$ cat config.mk
export PLATFORM = sky130hd
export DESIGN_NAME = irq_vector_fetch
export DESIGN_NICKNAME = d
export VERILOG_FILES = /design/src/rtl/irq_vector_fetch.sv
export SDC_FILE = /design/constraint.sdc
export NUM_CORES = 1
export LEC_CHECK = 0
export BUFFER_PORTS_ARGS = -buffer_cell sky130_fd_sc_hd__buf_2
export CORE_UTILIZATION = 35
export CTS_CLUSTER_SIZE = 14
export DETAILED_ROUTE_END_ITERATION = 10
export SLEW_MARGIN = 20
export SYNTH_ARGS = -nofsm -noshare
export SYNTH_HDL_FRONTEND = slang
export SYNTH_SLANG_ARGS = --single-unit
export TNS_END_PERCENT = 5
$ cat constraint.sdc
create_clock -name clk -period 2.75 [get_ports clk]
set_input_delay 0 -clock clk [delete_from_list [all_inputs] [get_ports clk]]
set_output_delay 0 -clock clk [all_outputs]
set_load 0.03 [all_outputs]
$ cat src/rtl/irq_vector_fetch.sv
module irq_vector_fetch #(
  parameter int AW = 24,
  parameter int VW = 32,
  parameter int NW = 6,
  parameter logic [23:0] UND_VEC = 24'hFFFFDC,
  parameter logic [23:0] OVF_VEC = 24'hFFFFE0,
  parameter logic [23:0] BRK_VEC = 24'hFFFFE4,
  parameter logic [23:0] AM_VEC  = 24'hFFFFE8,
  parameter logic [23:0] NMI_VEC = 24'hFFFFF8,
  parameter logic [23:0] RST_VEC = 24'hFFFFFC,
  parameter logic [23:0] DBG_VEC = 24'h000020
) (
  input  logic          clk,
  input  logic          rst_n,
  input  logic          reset_req,
  input  logic          dbg_req,
  input  logic          nmi_req,
  input  logic          und_req,
  input  logic          ovf_req,
  input  logic          brk_req,
  input  logic          amatch_req,
  input  logic          amatch_en,
  input  logic          rel_req,
  input  logic [NW-1:0] rel_num,
  input  logic          gie,
  input  logic [AW-1:0] tbase,
  output logic          rd_en,
  output logic [AW-1:0] rd_addr,
  input  logic [7:0]    rd_data,
  output logic          vec_valid,
  output logic [VW-1:0] vec_out
);
  localparam int NB = VW / 8;
  localparam int CW = $clog2(NB + 1);

  typedef enum logic [1:0] {IDLE, FETCH, DONE} st_t;

  st_t           st;
  logic [CW-1:0] cnt;
  logic [AW-1:0] cur, tb_q, start;
  logic          is_brk, fb, rel_pend, take_fix, take_rel, idle;
  logic [NW-1:0] num_q;
  logic [5:0]    pend, set, grant, clr;
  logic [VW-1:0] vec;

  // bit order is the service priority: dbg, nmi, und, ovf, brk, amatch
  assign set      = {amatch_req & amatch_en, brk_req, ovf_req, und_req, nmi_req, dbg_req};
  assign grant    = pend & (~pend + 6'd1);
  assign idle     = (st == IDLE) && !reset_req;
  assign take_fix = idle && (pend != 6'd0);
  assign take_rel = idle && (pend == 6'd0) && rel_pend && gie;
  assign clr      = take_fix ? grant : 6'd0;

  always_comb begin
    start = tbase + (AW'(num_q) << 2);
    if (grant[0])      start = AW'(DBG_VEC);
    else if (grant[1]) start = AW'(NMI_VEC);
    else if (grant[2]) start = AW'(UND_VEC);
    else if (grant[3]) start = AW'(OVF_VEC);
    else if (grant[4]) start = AW'(BRK_VEC);
    else if (grant[5]) start = AW'(AM_VEC);
  end

  assign rd_en     = (st == FETCH) && (cnt < CW'(NB));
  assign rd_addr   = cur + AW'(cnt);
  assign vec_valid = (st == DONE);
  assign vec_out   = vec;

  always_ff @(posedge clk or negedge rst_n) begin
    if (!rst_n) begin
      st <= IDLE; cnt <= '0; cur <= '0; tb_q <= '0; is_brk <= 1'b0; fb <= 1'b0;
      pend <= '0; rel_pend <= 1'b0; num_q <= '0; vec <= '0;
    end else begin
      pend <= (pend & ~clr) | set;
      if (rel_req) begin
        rel_pend <= 1'b1;
        num_q    <= rel_num;
      end else if (take_rel) begin
        rel_pend <= 1'b0;
      end
      if (reset_req) begin
        st <= FETCH; cur <= AW'(RST_VEC); cnt <= '0; is_brk <= 1'b0; fb <= 1'b0; tb_q <= tbase;
      end else begin
        case (st)
          IDLE: if (take_fix || take_rel) begin
            st <= FETCH; cur <= start; cnt <= '0; fb <= 1'b0; tb_q <= tbase;
            is_brk <= take_fix && grant[4];
          end
          FETCH: begin
            cnt <= cnt + 1'b1;
            if (cnt != '0) vec <= {rd_data, vec[VW-1:8]};
            if (cnt == CW'(NB)) begin
              if (is_brk && !fb && rd_data == 8'hFF) begin
                fb <= 1'b1; cur <= tb_q; cnt <= '0;
              end else begin
                st <= DONE;
              end
            end
          end
          default: st <= IDLE;
        endcase
      end
    end
  end

  a_r1_byte_order: assert property (@(posedge clk) disable iff (!rst_n)
    rd_en && $past(rd_en) && !$past(reset_req) |-> rd_addr == $past(rd_addr) + AW'(1));

  a_r9_reset_abort: assert property (@(posedge clk) disable iff (!rst_n)
    reset_req |=> rd_en && rd_addr == AW'(RST_VEC));

  a_r10_valid_pulse: assert property (@(posedge clk) disable iff (!rst_n)
    vec_valid |=> !vec_valid);

  a_r10_no_read_at_result: assert property (@(posedge clk) disable iff (!rst_n)
    vec_valid |-> !rd_en);

  a_r6_masked_idle: assert property (@(posedge clk) disable iff (!rst_n)
    (st == IDLE) && !gie && (pend == 6'd0) && !reset_req |=> !rd_en);

  a_r4_fallback_base: assert property (@(posedge clk) disable iff (!rst_n)
    $rose(fb) && !$past(reset_req) |-> rd_en && rd_addr == tb_q);
endmodule

---- Yosys cells after proc, flatten, opt, wreduce, memory -nomap -nowiden ----
Cells that the tools add are included.
word-level totals
  output and inout port bits .............. 58
  ROM bits ................................ 0
  bits of input ports ..................... 50
  memory bits (writable) .................. 0
  memories ................................ 0
  register bits after elaboration ......... 100
  latch bits .............................. 0
cells by class
  $lt $le $gt $ge ......................... 1
  muxes and demuxes ....................... 35
  divide/modulo/power cells ............... 0
  $mul .................................... 0
  equality and inequality tests ........... 8
  add/sub/neg operators ................... 4
  bitwise gates (word level) .............. 7
  reductions and logical operators ........ 25
  shift operators ......................... 0
operators by type and width
  operator             number
  $mux 24              13
  $pmux 24 s2          1
  $add 24x3->24        1
  $add 24x8->24        1
  $and 6x6->6          2
  $mux 3               4
  $not 6->6            2
  $logic_and 1x1->1    9
  $mux 1               9
  $ne 3x2->1 const B   3
  $eq 8x8->1 const B   1
  $mux 2               4
  $add 6x1->6 const B  1
  $logic_not 6->1      1
  $mux 6               1
  $or 6x6->6           1
  $pmux 3 s2           1
  $reduce_and 3->1     2
  $reduce_bool 2->1    3
  $reduce_bool 3->1    2
  $reduce_bool 6->1    1
  $pmux 2 s2           1
  $reduce_and 2->1     2
  $reduce_and 4->1     1
  12 further kinds     13

---- Depth between registers and ports, before layout ----
Gate-level depths: netlist of run 1.
  depth after elaboration ................. 12
  mapped depth ............................ 9
  mapped depth without buffers ............ 9

---- Worst setup path before layout of run 1 ----
No wires, ideal clock.
  path type ............................... register to output
  from .................................... register cnt[0]
  to ...................................... output rd_addr[22]
  path slack .............................. 0.448 ns
  stages on the path, launching flop included .. 9
  path buffers ............................ 0
  arrival ................................. 2.302 ns
  cell sequence ........................... dfrtp_1 > ha_1 > inv_1 > fa_1 > nor2b_1 > nor2_1 > nor3_1 > and4_1 > xor2_1
on the way
  word-level cells in the longest chain between the ends .. 1
ends and longest elaborated chain
  element                 RTL line  text
  from (decl)             39        logic [CW-1:0] cnt;
  from (signal assigned)  90        cnt <= cnt + 1'b1;
  $add 24x3->24           65        assign rd_addr = cur + AW'(cnt);
  to (decl)               28        output logic [AW-1:0] rd_addr,
Every way passes these cells.

---- Worst setup path after layout of run 1 ----
Same ends and word-level chain as after synthesis.

==> results of run 1 <==
==> cells by family (layout without fill, tap and decap cells) <==
group	count (synthesis)	after routing	synth area share, %
flip-flops	100	100	47.3
adder cells (fa/ha/maj)	13	13	3.36
multiplexers	58	58	12.3
XOR/XNOR	40	40	6.62
AND/OR/NAND/NOR	155	155	14.3
AO/OA/AOI/OAI	108	108	12.8
buffers and inverters	33	198	3.31
==> metal layers <==
| metal | GRT usage [%] | wire length [um] | vias to the layer above |
|---|---|---|---|
| met3 | 2.57 | 555 | 19 |
| met4 | 7.53 | 247 | 0 |
| met1 | 23.5 | 6280 | 2141 |
| li1 | - | - | 2130 |
| met2 | 30.8 | 6520 | 122 |
| met5 | 0 | 0 | - |
==> layout by cell type (no fill, tap or decap), drive strengths merged, types with 6 or more instances in the layout <==
cell and count:
buf 121, dfrtp 100, mux2 57, dlygate4sd3 48, nand2 47, nor2 42, o21ai 35, a21oi 32
xnor2 31, nand3 20, inv 17, ha 11, nand4 10, a31oi 10, xor2 9, clkbuf 9
a21o 8, nor3 8, and3 6, nand2b 6
==> state kept, by name, indices dropped and copies added (netlist names) <==
name      flops
fb            1
cnt           3
tb_q         24
pend          6
is_brk        1
rel_pend      1
st            2
vec_out      32
num_q         6
cur          24
==> timing repair <==
action / 4_1_cts / 5_1_grt
endpoints found under the setup margin: 0 / 4
hold buffers: 48 / 0
hold endpoints to repair: 93 / 0
gates resized for setup: 0 / 3
==> layout make-up <==
| type | instances | area [um2] | share of cell area (%) |
|---|---|---|---|
| multi-input combinational | 374 | 2630 | 38.2 |
| clock buffer | 9 | 225 | 3.28 |
| clock inverter | 7 | 97.6 | 1.42 |
| sequential | 100 | 2500 | 36.4 |
| timing repair buffer | 169 | 1140 | 16.6 |
| tap | 184 | 230 | 3.35 |
| inverter | 13 | 48.8 | 0.711 |
==> worst register-to-register path, delay by kind of cell, from the launching register on <==
| kind | cells | cell delay [ns] |
|---|---|---|
| buf+inv | 1 | 0.06 |
| flops | 1 | 0.35 |
| fa+ha+maj | 2 | 0.55 |
| simple gates | 2 | 0.36 |
| compound gates | 3 | 0.99 |
| xor+xnor | 1 | 0.08 |
==> where the power goes <==
group / leakage, uW / internal [uW] / switching (uW)
registers: 0.00115 / 1790 / 228
clock network: 0.000159 / 738 / 625
logic: 0.00167 / 637 / 1050
total: 0.00298 / 3170 / 1910
==> stage by stage <==
step                area [um2]  worst slack (ns)  cells  power [uW]
global route              6870           0.00978    856        5330
global placement          6060             0.374    792        3650
floorplan                 5290             0.448    507        3160
detailed placement        6060             0.328    792        3690
CTS                       6860            0.0186    856        5120
finish                    6870             0.189    856        5070
==> worst min-delay path by stage <==
stage                       start         end  slack (ns)
after floorplan             rst_n      cnt[0]       -0.30
after detailed placement    rst_n  vec_out[6]        0.04
after global placement      rst_n  vec_out[6]        0.03
final                     rel_req    num_q[1]       0.005
after CTS                 rel_req    num_q[1]       0.005
after global routing      rel_req    num_q[1]        0.04
==> implementation parameters, run 1 <==
Parameter                              Value

Timing
  Total negative setup slack    0 ns
  Unrepaired setup endpoints after global routing    no
  Headroom to the max-slew limit    approximately 55%
  Clock period minus worst slack    about 2.6 ns
  Fin crit share    between 90% and 100%
  Maximum clock frequency    390 MHz
  Hold violation count in the final report    0
  Worst hold slack    about 0.0047 ns
  Measured slew at the worst slew-check pin    approximately 0.67 ns
  Final setup violation count    0
  Layout Skew    approximately 0.0094 ns
  Final Max Tran Viols    0

CTS
  Maximum number of buffers from clock root to sink    2
  Number of clock sinks    100
  Deepest level of the CTS H-tree    3
  Clock transition time at the flip-flop clock pins of the worst setup and hold paths    roughly 0.07 ns
  Setup fix buffers added after clock tree synthesis    0
  CTS tree    done
  Number of clock buffers inserted by TritonCTS    9
  Clock latency at the later pin of the worst-skew pair    roughly 0.36 ns
  Root Driver    sky130_fd_sc_hd__clkbuf_16

Power
  IR Drop Worst-Case VDD    approximately 0.35 mV
  Leakage    0.00298 uW
  Total power per unit cell area    between 700 and 800 mW/mm2

Min path
  Number of cells on the worst hold path    3
  Worst min-delay path class    primary input to register

Finish
  Filler cell count in the final layout    about 1400
  Total number of nets in the final design    730
  Post-Route Utilization    46.9%
  Antenna fix cells    0
  Share of post-route cells with drive strength above 1    30.4%
  Area growth from synthesis to layout    29.8%

Global route
  Maximum number of pins on one net before global-route repair    60
  Wire length of the first global-routing pass    between 20 and 25 mm
  Total global-route track usage    between 10% and 20%
  Vias in the first global route    4444
  Number of antenna violations at the first check in global routing    0
  Gr ovfl total    0

Setup path
  Worst reg2reg path depth    9
  Data arrival time at the worst-slack endpoint    between 2 and 3 ns
  Most frequent cell on the critical path    sky130_fd_sc_hd__buf_4
  Crit. End Element    output port
  Worst Path Buf+Inv    3
  Kind of launch point of the worst setup path    register
  CP required    roughly 2.8 ns
  Critical path, cell by cell    ha_1 -> inv_1 -> fa_1 -> nor2b_1 -> nor2_1 -> nor3_1 -> buf_4 -> and4_1 -> xor2_1 -> buf_4
  Worst setup path startpoint    cnt[0]
  Top cell family by delay on the critical path    simple AND/OR/NAND/NOR gates
  CP Class    register to output port
  Register-to-register path setup slack    ~0.27 ns
  Worst-path fanout max    6
  Worst flop-to-flop path endpoint    cur[18]
  Stages on worst setup path    10
  Critical Path End    rd_addr[22]
  Reg-to-Reg Start    num_q[0]
  Slowest cell on the critical path    sky130_fd_sc_hd__fa_1
  Max incr delay on CP    ~0.40 ns

Floorplanning
  Initial Util    ~36%
  I/O pin count    108
  Chip height    125 um
  Core box area    ~0.015 mm2
  Width of the die    between 100 and 150 um
  Row count    44
  Full die area    approximately 0.016 mm2

Synthesis
  Ys Warns    0
  Post-synthesis sequential element count    100
  Cell variety after synth    52
  Most frequent cell after synthesis    sky130_fd_sc_hd__dfrtp_1
  Most frequent cells after synthesis    100 x sky130_fd_sc_hd__dfrtp_1, 56 x sky130_fd_sc_hd__mux2_2, 46 x sky130_fd_sc_hd__nand2_1
  Sequential cell area fraction in the yosys report    between 40% and 50%
  Top cell type's share of synthesized area    between 40% and 50%
  Leading register cell type out of synthesis    sky130_fd_sc_hd__dfrtp_1
  Async set-or-reset flop fraction in the synthesized netlist    between 90% and 100%
  Number of instances in the synthesized netlist    507
  Syn_area_per_cell    10.4 um2
  Cell type with the highest aggregate area in the netlist    sky130_fd_sc_hd__dfrtp_1
  Synth top area cells    sky130_fd_sc_hd__dfrtp_1 47%, sky130_fd_sc_hd__mux2_2 12%, sky130_fd_sc_hd__xnor2_1 5.1%, sky130_fd_sc_hd__nand2_1 3.3%, sky130_fd_sc_hd__a21oi_1 3.0%
  Net count after synthesis    570
  Number of synthesized flops with an enable pin    0
  Synth Cell Area    approximately 0.0053 mm2

Route
  Per-cell routed wire length    15.9 um
  WL final    13.6 mm
  Post-route DRC    18
  Total number of vias    around 4400
  Drt via density    slightly above 5
  Final ANT Viol Nets    0
  Drt pass-1 iters    8
  Initial drt markers    around 190

Placement
  Placed wire-length estimate    roughly 9.7 mm
  Final RePlAce weighted congestion    between 0.8 and 0.9
  Quantity of I/O buffers inserted on ports    107

Flow run
  Number of violations of the max-capacitance limit    0

Run status
  Violations in the final reports    DRC
  Outcome    complete, but fails checks
No activity file was read; power rests on OpenSTA's default activity.
==> inputs of run 2 (changes only) <==
--- a/config.mk
+++ b/config.mk
@@ -9,6 +9,7 @@
 export CORE_UTILIZATION = 35
 export CTS_CLUSTER_SIZE = 14
 export DETAILED_ROUTE_END_ITERATION = 10
+export GPL_TIMING_DRIVEN = 0
 export SLEW_MARGIN = 20
 export SYNTH_ARGS = -nofsm -noshare
 export SYNTH_HDL_FRONTEND = slang
==> run 2 against run 1 <==
The run still ends with DRC left. Count of clock-buffer cells in the layout grew 1. Sequential power is essentially flat. Global-route usage rose by 0.41 points. Combinational power about the same. Fmax up 0.37%. Final cell count is 0.82% higher. Clock skew up 0.00052 ns. Critical path depth unchanged. Largest power group unchanged.
==> implementation parameters, run 2 (synthesis gave the netlist of run 1 again) <==
Parameter                              Value

Run status
  Outcome    complete, but fails checks
  Violations in the final reports    DRC

Timing
  Headroom to the max-slew limit    roughly half
  Clock period minus worst slack    between 2 and 3 ns
  Final Max Tran Viols    0
  Total negative setup slack    0 ns
  Unrepaired setup endpoints after global routing    no
  Layout Skew    between 0.009 and 0.01 ns
  Maximum clock frequency    a little under 400 MHz
  Final setup violation count    0
  Fin crit share    between 90% and 100%
  Hold violation count in the final report    0
  Measured slew at the worst slew-check pin    between 0.7 and 0.8 ns

Setup path
  Worst flop-to-flop path endpoint    cur[19]
  Register-to-register path setup slack    around 0.22 ns
  Worst setup path startpoint    cnt[0]
  Crit. End Element    output port
  Reg-to-Reg Start    cnt[1]
  Data arrival time at the worst-slack endpoint    2.55 ns
  CP Class    register to output port
  Kind of launch point of the worst setup path    register
  Max incr delay on CP    around 0.4 ns
  Worst-path fanout max    6
  Critical Path End    rd_addr[20]
  CP required    2.75 ns
  Critical path, cell by cell    ha_1 -> inv_1 -> fa_1 -> nor2b_1 -> nor2_1 -> nor3_4 -> buf_4 -> nand4_1 -> xnor2_1 -> buf_2
  Slowest cell on the critical path    sky130_fd_sc_hd__fa_1
  Worst reg2reg path depth    7

Floorplanning
  Row count    44
  Chip height    125 um
  Core box area    0.0146 mm2
  Full die area    around 0.016 mm2
  Width of the die    125 um
  Initial Util    around 36%
  I/O pin count    108

Finish
  Most frequent cells in the layout    109 x sky130_fd_sc_hd__buf_2, 100 x sky130_fd_sc_hd__dfrtp_1, 56 x sky130_fd_sc_hd__mux2_2, 47 x sky130_fd_sc_hd__dlygate4sd3_1, 46 x sky130_fd_sc_hd__nand2_1
  Total number of nets in the final design    around 740
  Post-Route Utilization    46.9%
  Area growth from synthesis to layout    29.9%
  Filler cell count in the final layout    1393
  Leading cell type in the layout, fill and taps excluded    sky130_fd_sc_hd__buf_2
  Share of post-route cells with drive strength above 1    between 20 and 30%
  Antenna fix cells    0
  Largest register FFs    32

CTS
  Number of clock sinks    100
  Root Driver    sky130_fd_sc_hd__clkbuf_16
  Maximum number of buffers from clock root to sink    2
  CTS tree    done
  Deepest level of the CTS H-tree    3
  Clock latency at the later pin of the worst-skew pair    0.36 ns
  Clock transition time at the flip-flop clock pins of the worst setup and hold paths    approximately 0.080 ns
  Number of clock buffers inserted by TritonCTS    9

Placement
  Placed wire-length estimate    10.3 mm
  Final RePlAce weighted congestion    about 0.87
  Quantity of I/O buffers inserted on ports    106

Route
  Per-cell routed wire length    between 15 and 20 um
  Total number of vias    approximately 4400
  Drt via density    a little over 5
  Drt pass-1 iters    7
  WL final    ~14 mm
  Initial drt markers    roughly 230
  Final ANT Viol Nets    0
  Post-route DRC    18

Global route
  Vias in the first global route    4537
  Wire length of the first global-routing pass    22.8 mm
  Total global-route track usage    a little under a fifth
  Maximum number of pins on one net before global-route repair    slightly above 60
  Number of antenna violations at the first check in global routing    0
  Gr ovfl total    0

Power
  Total power per unit cell area    724 mW/mm2
  Leakage    0.00298 uW
  IR Drop Worst-Case VDD    0.363 mV

Flow run
  Number of violations of the max-capacitance limit    0

Min path
  Worst min-delay path class    primary input to register
run 2: changes by cell type in the layout (fill, tap and decap cells not counted), sizes merged:
cell,previous run,this run
inv,17,18
dlygate4sd3,48,47
buf,121,120
clkinv,2,0
clkinvlp,0,1
clkbuf,9,19
bufinv,1,0
run 2: stage by stage:
step | std cells | hold slack [ns] | cell area (um2) | total power [uW] | worst slack [ns]
after floorplan | 507 | -0.296 | 5290 | 3160 | 0.448
final | 863 | 0.0996 | 6870 | 4970 | 0.198
after CTS | 861 | 0.0949 | 6850 | 5020 | 0.0909
after global placement | 797 | 0.182 | 6050 | 3660 | 0.162
after detailed placement | 798 | -0.0619 | 6080 | 3710 | 0.0628
after global routing | 863 | 0.136 | 6870 | 5230 | 0.00680
run 2: repair_timing:
item / CTS / global route
hold endpoints to repair: 152 / 0
pin swaps: 0 / 1
setup buffers: 0 / 2
gates resized for setup: 3 / 1
endpoints found under the setup margin: 9 / 2
hold buffers: 47 / 0
run 2: layout make-up:
class	instances	area, um2	share of cell area [%]
repair buffers	156	1050	15.3
well taps	184	230	3.35
multi-input cells	374	2630	38.3
plain buffers	20	126	1.84
inverters	13	48.8	0.710
flip-flops and latches	100	2500	36.4
clock inverters	6	53.8	0.783
clock buffers	10	229	3.33
run 2: worst min-delay path by stage:
stage                     depth (start not counted)     from         end  slack, ns
after floorplan                                   0    rst_n      cnt[0]      -0.30
after detailed placement                          1    rst_n  vec_out[7]      -0.06
after global routing                              2    rst_n  vec_out[7]       0.14
after CTS                                         3  rel_req    num_q[1]       0.09
after global placement                            2  ovf_req     pend[3]       0.18
final                                             3  rel_req    num_q[1]        0.1
run 2: worst max-delay path: cells and delay by family, from the launching register on:
family        cells  cell delay, ns
xor+xnor          1            0.15
fa+ha+maj         2            0.58
buf+inv           3            0.43
flops             1            0.38
simple gates      4            0.65
run 2: layer usage:
metal	track usage, %	share of wire (%)
met1	23.7	46
met2	31.6	48
met3	3.77	3.9
met4	6.31	1.5
met5	0	0
run 2: where the power goes:
part | switching, uW | leakage (uW) | internal [uW]
Combinational | 1060 | 0.00169 | 646
Sequential | 233 | 0.00115 | 1790
Clock | 610 | 0.000136 | 634
